**src/rtl/pm_irq_pkg.sv**
```systemverilog
package pm_irq_pkg;
    localparam int PS_W   = 2;
    localparam int NUM_PS = 1 << PS_W;
    localparam int LOC_AW = 2;
    localparam int DATA_W = NUM_PS;

    typedef enum logic [PS_W-1:0] {
        PS_D0 = 2'b00,
        PS_D1 = 2'b01,
        PS_D2 = 2'b10,
        PS_D3 = 2'b11
    } pstate_e;

    localparam logic [LOC_AW-1:0] A_STATE  = 2'd0;
    localparam logic [LOC_AW-1:0] A_STATUS = 2'd1;
    localparam logic [LOC_AW-1:0] A_MASK   = 2'd2;
endpackage

```
**src/rtl/pm_state_fsm.sv**
```systemverilog
module pm_state_fsm
    import pm_irq_pkg::*;
(
    input  logic                clk,
    input  logic                rst_n,
    input  logic                wr_en,
    input  logic [PS_W-1:0]     wr_state,
    output logic [PS_W-1:0]     state_o,
    output logic [NUM_PS-1:0]   event_o
);
    pstate_e cur_q, nxt, tgt;

    assign tgt = pstate_e'(wr_state);

    // state register
    always_ff @(posedge clk or negedge rst_n) begin
        if (!rst_n) cur_q <= PS_D0;
        else        cur_q <= nxt;
    end

    always_comb begin
        nxt = cur_q;
        if (wr_en) nxt = tgt;
    end

    // transition classification (outputs)
    always_comb begin
        event_o = '0;
        if (wr_en && tgt != cur_q) begin
            unique case (cur_q)
                PS_D0: begin
                    // doze, nap, off
                    event_o[tgt] = 1'b1;
                end
                PS_D1: begin
                    // wake, nap, off
                    if (tgt != PS_D1) event_o[tgt] = 1'b1;
                end
                PS_D2: begin
                    // wake, off; D2->D1 is a demote
                    if (tgt == PS_D0 || tgt == PS_D3) event_o[tgt] = 1'b1;
                end
                PS_D3: begin
                    // wake only; D3->D1, D3->D2 are demotes
                    if (tgt == PS_D0) event_o[PS_D0] = 1'b1;
                end
            endcase
        end
    end

    assign state_o = cur_q;
endmodule

```
**src/rtl/pm_status_bank.sv**
```systemverilog
module pm_status_bank
    import pm_irq_pkg::*;
(
    input  logic              clk,
    input  logic              rst_n,
    input  logic [NUM_PS-1:0] set_i,
    input  logic [NUM_PS-1:0] clr_i,
    input  logic              mask_we,
    input  logic [NUM_PS-1:0] mask_d,
    output logic [NUM_PS-1:0] status_o,
    output logic [NUM_PS-1:0] mask_o
);
    genvar i;
    generate
        for (i = 0; i < NUM_PS; i++) begin : g_flag
            always_ff @(posedge clk or negedge rst_n) begin
                if (!rst_n)
                    status_o[i] <= 1'b0;
                else if (set_i[i])
                    status_o[i] <= 1'b1;        // set beats clear
                else if (clr_i[i])
                    status_o[i] <= 1'b0;
            end
        end
    endgenerate

    always_ff @(posedge clk or negedge rst_n) begin
        if (!rst_n)       mask_o <= '0;
        else if (mask_we) mask_o <= mask_d;
    end
endmodule

```
**src/rtl/pm_irq_merge.sv**
```systemverilog
module pm_irq_merge
    import pm_irq_pkg::*;
(
    input  logic              clk,
    input  logic              rst_n,
    input  logic [NUM_PS-1:0] status_i,
    input  logic [NUM_PS-1:0] mask_i,
    output logic              irq_o
);
    always_ff @(posedge clk or negedge rst_n) begin
        if (!rst_n) irq_o <= 1'b0;
        else        irq_o <= |(status_i & ~mask_i);
    end
endmodule

```
**src/rtl/pwr_state_irq.sv**
```systemverilog
module pwr_state_irq
    import pm_irq_pkg::*;
(
    input  logic              clk,
    input  logic              rst_n,
    input  logic              ext_wr_en,
    input  logic [PS_W-1:0]   ext_wr_state,
    input  logic [LOC_AW-1:0] loc_addr,
    input  logic              loc_wr_en,
    input  logic [DATA_W-1:0] loc_wdata,
    output logic [DATA_W-1:0] loc_rdata,
    output logic              irq
);
    logic [PS_W-1:0]   state_q;
    logic [NUM_PS-1:0] event_w;
    logic [NUM_PS-1:0] status_q;
    logic [NUM_PS-1:0] mask_q;
    logic [NUM_PS-1:0] clr_vec;
    logic              mask_we;

    assign clr_vec = (loc_wr_en && loc_addr == A_STATUS) ? loc_wdata : '0;
    assign mask_we = loc_wr_en && loc_addr == A_MASK;

    pm_state_fsm u_fsm (
        .clk      (clk),
        .rst_n    (rst_n),
        .wr_en    (ext_wr_en),
        .wr_state (ext_wr_state),
        .state_o  (state_q),
        .event_o  (event_w)
    );

    pm_status_bank u_bank (
        .clk      (clk),
        .rst_n    (rst_n),
        .set_i    (event_w),
        .clr_i    (clr_vec),
        .mask_we  (mask_we),
        .mask_d   (loc_wdata),
        .status_o (status_q),
        .mask_o   (mask_q)
    );

    pm_irq_merge u_merge (
        .clk      (clk),
        .rst_n    (rst_n),
        .status_i (status_q),
        .mask_i   (mask_q),
        .irq_o    (irq)
    );

    always_comb begin
        unique case (loc_addr)
            A_STATE:  loc_rdata = {{(DATA_W-PS_W){1'b0}}, state_q};
            A_STATUS: loc_rdata = status_q;
            A_MASK:   loc_rdata = mask_q;
            default:  loc_rdata = '0;
        endcase
    end
endmodule

```
**config.mk**
```make
export PLATFORM = sky130hd
export DESIGN_NAME = pwr_state_irq
export DESIGN_NICKNAME = d
export VERILOG_FILES = /design/src/rtl/pm_irq_pkg.sv /design/src/rtl/pm_state_fsm.sv /design/src/rtl/pm_status_bank.sv /design/src/rtl/pm_irq_merge.sv /design/src/rtl/pwr_state_irq.sv
export SDC_FILE = /design/constraint.sdc
export NUM_CORES = 1
export LEC_CHECK = 0
export CORE_MARGIN = 3
export CORE_UTILIZATION = 47
export CTS_CLUSTER_SIZE = 16
export DETAILED_ROUTE_END_ITERATION = 8
export GPL_TIMING_DRIVEN = 0
export PLACE_DENSITY = 0.77
export SLEW_MARGIN = 30
export SYNTH_ARGS = -nofsm -noshare
export SYNTH_HDL_FRONTEND = slang
export SYNTH_SLANG_ARGS = --single-unit
```
**constraint.sdc**
```tcl
create_clock -name clk -period 1.5 [get_ports clk]
set_clock_uncertainty 0.05 [all_clocks]
set_input_delay 0.3 -clock clk [delete_from_list [all_inputs] [get_ports clk]]
set_output_delay 0.3 -clock clk [all_outputs]
set_load 0.005 [all_outputs]
```
Word-level counts from Yosys, hierarchy flattened
Cells that the tools add are included.
{ "totals": {"ff_bits": 11, "in_bits": 12, "output_inout_bits": 5, "wordCells": 50} }
{ "classes": {"n_lt_le_gt_ge": 2, "n_eq_ne": 8, "n_mux": 18, "bitwise": 2, "n_reduce_logical": 13} }
{ "op_table": {"columns": ["cell", "count"], "rows": [
  ["two-way mux 4 bit", 4],
  ["one-hot mux 4 bit (3 select lines)", 1],
  ["two-way mux 1 bit", 10],
  ["one-hot mux 3 bit (3 select lines)", 1],
  ["== test 2 bit, second input constant", 4],
  ["nonzero test 2 bit", 4],
  ["zero test 2 bit", 3],
  ["bitwise AND 4 bit", 1],
  ["== test 2 x 1 -> 1 bit, second input constant", 2],
  ["logical AND 1 bit", 4],
  ["NOT 4 bit", 1],
  ["one-hot mux 1 bit (4 select lines)", 1],
  ["OR reduction 4 bit", 1],
  ["less-than comparator 2 x 3 -> 1 bit, second input constant", 1],
  ["demux 1 bit (select 2 bit)", 1],
  ["greater-or-equal comparator 2 x 1 -> 1 bit, second input constant", 1],
  ["!= test 2 x 1 -> 1 bit, second input constant", 1],
  ["!= test 2 bit", 1],
  ["logical OR 1 bit", 1]
]} }

Logic depth before layout (Yosys ltp)
{ "logic_depth": {"ltp_word": 8, "mapped_depth": 6, "mapped_depth_nobuf": 6} }

Hierarchy
A second synthesis with hierarchy kept.
{ "hier_totals": {"cells_unflattened": 67, "hier_area_um2": 718.2} }
{ "modules_own_cells": {"columns": ["module", "instances", "cells_each", "area_each_um2", "seq_area_each_um2"], "rows": [
  ["pm_status_bank", 1, 20, 290.3, 200.2],
  ["pm_state_fsm", 1, 28, 256.5, 50.0],
  ["pwr_state_irq", 1, 13, 108.9, 0.0],
  ["pm_irq_merge", 1, 6, 62.6, 25.0]
]} }

Least setup slack after synthesis
OpenSTA, ideal clock, no wires.
{ "synth_timing": {"kind": "flip-flop to flip-flop", "startpoint": "register u_fsm.cur_q[0], in the netlist u_fsm.state_o[0]", "endpoint": "register u_bank.status_o[3]", "setup_ps": 122, "arrival_time_ps": 1155, "required_ps": 1328, "path_slack_ps": 174, "stages_incl_launch_ff": 5, "path_buffers": 1, "period_less_slack_ps": 1326, "path_cell_list": "dfrtp_1 buf_4 nor2_1 mux2_4 a32o_1"} }
{ "synth_via": {"elab_chain_cells": 4, "elab_cells_between_ends": 9, "cone_classes": "3 x eq/ne; 3 x mux; 3 x reduce/logical"} }
{ "synth_rtl": {"columns": ["item", "line", "text"], "rows": [
  ["start: declaration", "pm_state_fsm.sv:11", "pstate_e cur_q, nxt, tgt;"],
  ["start signal: assignment", "pm_state_fsm.sv:18", "else cur_q <= nxt;"],
  ["== test 2 bit, or another cell as far along", "pm_state_fsm.sv:30", "unique case (cur_q)"],
  ["one-hot mux 3 bit (3 select lines) / logical AND 1 bit (equally long branches)", "pm_state_fsm.sv:30, pm_state_fsm.sv:29", null],
  ["two-way mux 4 bit (*)", "pm_state_fsm.sv:29", "if (wr_en && tgt != cur_q) begin"],
  ["two-way mux 1 bit / nonzero test 2 bit (equally long branches)", null, null],
  ["end signal: indexed assignment", "pm_status_bank.sv:18", "status_o[i] <= 1'b0;"],
  ["end signal: indexed assignment", "pm_status_bank.sv:20", "status_o[i] <= 1'b1;"],
  ["end signal: indexed assignment", "pm_status_bank.sv:22", "status_o[i] <= 1'b0;"],
  ["end: declaration", "pm_status_bank.sv:10", "output logic [NUM_PS-1:0] status_o,"]
]} }
Mark *: on every way between the ends. The rest lies on a longest branch, timed or not.
A chain may end at the register's enable or synchronous reset.

Worst setup path in the final report
Ends and elaborated chain as after synthesis.

==> metrics.cfg <==
[yosys]
synth_edf_count = 0
syn_nets = 85
synth_cells = 67
ys_seq_area_frac = 0.396
synth_ff_type = dfrtp_1
synth_warnings = 0
synth_cell_types = 26
syn_area_sq_um = 694
synth.avg_cell_area_sq_um = 10.4
ys_ff_latch = 11
async_flop_share = 1.00

[die]
dieArea_sq_mm = 0.00197
dieWidth_um = 44.4
core_sq_mm = 0.00135
initial_utilization = 0.514
dieHeight_um = 44.4
fp-row-count = 13
design.portCount = 17

[clock_network]
h-tree-depth = 1
clock_path_buffers = 2
cts_made_buffers = 3
cts-root-buf = clkbuf_4
cts_tree = built
clk_latency_ps = 270
cts.clk_slew.worst_paths_ps = 70
cts_hold_buf = 0
cts.sinks = 11

[place]
dp_hpwl_um = 1080
io_buffers = 16
dpl-instance-area_sq_um = 873
dp_cells = 98
place_ws_ps = -555
gp_congestion = 0.837

[power_and_ir_drop]
p_leak_nw = 0.473
vdd_ir_drop_max_mv = 0.470
power_density_mw_per_mm2 = 936

[route]
post_drt_via_cell_ratio = 5.29
num_vias = 598
route.detailed.drc = 0
drt-total-wl_um = 1560
final_antenna_net_count = 0
drtIter0Drc = 14
wl_per_cell_um = 13.8
dr.pass1.iters = 4

[grt]
grt_pass1_wl_um = 2370
track_usage = 0.167
grt_max_degree = 12
grt.overflow.total = 0
grt_pass1_vias = 556
antenna_found_initial = 0

[timing]
fin_ws_ps = 11.2
maxSlewViolCount = 0
rsz0062_at_grt = yes
max_freq_mhz = 672
fin_crit_ps = 1490
slew_headroom = 0.685
setup_violations = 0
period_share = 0.993
worst-slew-pin-transition_ps = 472
hold_violations = 0

[flow_run]
cap_violations = 0

[finish]
area_growth_pct = 38.6
fillers = 109
drive_above_1_share = 0.296
fin_util = 0.713
nNetsFinal = 117
final_cells = 113
fin_area_sq_um = 962
antenna_cells = 0

[worst_setup_path]
crit_chain = buf_6 > buf_4 > nor2_1 > mux2_4 > a32o_1
cp_num_cells = 5
path_delay_family = flip-flops
ff2ff_setup_slack_ps = 10
max_stage_delay_ps = 390
r2r_cells = 5
cp-start-kind = register
arrival_ps = 1600
r2r-start = u_fsm.state_o[0]$_DFFE_PN0P_
cp_max_fo = 4
timing.rr.end = u_bank.status_o[3]$_DFFE_PN0P_
crit_path_end_kind = register
worstSetupPathType = reg2reg
required_ps = 1610
crit_buf_inv = 2
crit_slowest_cell = dfrtp_1

[worst_hold_path]
min_path_type = in2async

[outcome]
status = finished, final reports clean

kinds of logic after synthesis:
kind of cell	synth area share
fa+ha+maj	0.108
flops	0.396
mux	0.148
buf+inv	0.0432
compound gates	0.155
simple gates	0.150
cell usage in the layout (no fill, tap or decap), types with 2 or more instances in the layout:
cell type         n
a22o_1            2
a32o_1            3
and2b_1           2
buf_2             2
buf_4            10
buf_6             2
clkbuf_2          5
clkbuf_4          3
clkdlybuf4s50_1   8
dfrtp_1          10
ha_1              6
inv_1             6
mux2_1            4
mux2_2            2
mux2i_1           2
nand2_1           7
nor2_1            4
nor2b_1           2
o21ai_1           2
report_power, final:
part / leakage [nW] / internal (mW) / switching (mW)
Combinational: 0.331 / 0.175 / 0.117
Sequential: 0.128 / 0.362 / 0.0459
Clock: 0.0150 / 0.103 / 0.0974
repair_timing:
action / 4_1_cts / 5_1_grt
pin swaps: 0 / 3
gates resized for setup: 19 / 13
buffers inserted: 5 / 6
endpoints found under the setup margin: 8 / 5
gates cloned: 0 / 0
synth_stat cells, types with 2 or more instances:
cell      n  area, sq um
nand2_1   7         26.3
o21ai_0   3         15.0
ha_1      6         75.1
a22o_1    2         17.5
mux2i_1   2         20.0
a32o_1    3         30.0
mux2_2    2         22.5
nor2b_1   2         12.5
nor2_1    4         15.0
inv_1     6         22.5
mux2_1    4         45.0
dfrtp_1  11          275
and2b_1   2         15.0
layout make-up:
class	count	area, sq um	area share
inverters	6	22.5	0.0234
repair buffers	27	213	0.221
flip-flops and latches	11	277	0.287
plain buffers	1	11.3	0.0117
well taps	15	18.8	0.0195
multi-input cells	49	394	0.410
clock buffers	4	26.3	0.0273
routing by layer:
layer  vias to the layer above  routed length, um  track usage
met5                         -                  0            0
met4                         0                 20        0.102
met3                         2                 70       0.0244
met2                        13                813        0.297
met1                       282                654        0.183
li1                        301                  -            -
state kept, by name, indices dropped and copies added, names as in the netlist:
register,flops
u_bank.mask_o,4
u_bank.status_o,4
u_fsm.state_o,2
u_merge.irq_o,1
worst max path at each step:
stage                     slack (ps)                          from                             end
after global placement          -550                   loc_addr[0]                    loc_rdata[0]
after CTS                        -30                   loc_addr[0]                    loc_rdata[2]
final                             10  u_fsm.state_o[0]$_DFFE_PN0P_  u_bank.status_o[3]$_DFFE_PN0P_
after floorplan                  170  u_fsm.state_o[0]$_DFFE_PN0P_  u_bank.status_o[3]$_DFFE_PN0P_
after global routing             -30  u_fsm.state_o[0]$_DFFE_PN0P_                    loc_rdata[0]
after detailed placement        -560                   loc_addr[1]                    loc_rdata[2]
stage by stage:
step                      TNS (ps)  total power [mW]  hold slack, ps
after floorplan                  0             0.541           -45.6
after global placement       -4260             0.666             461
after detailed placement     -4430             0.676             457
after CTS                    -33.8             0.874             314
after global routing         -38.7             0.958             326
final                            0             0.901             299
Note: power is estimated with default switching activity, not from simulation.
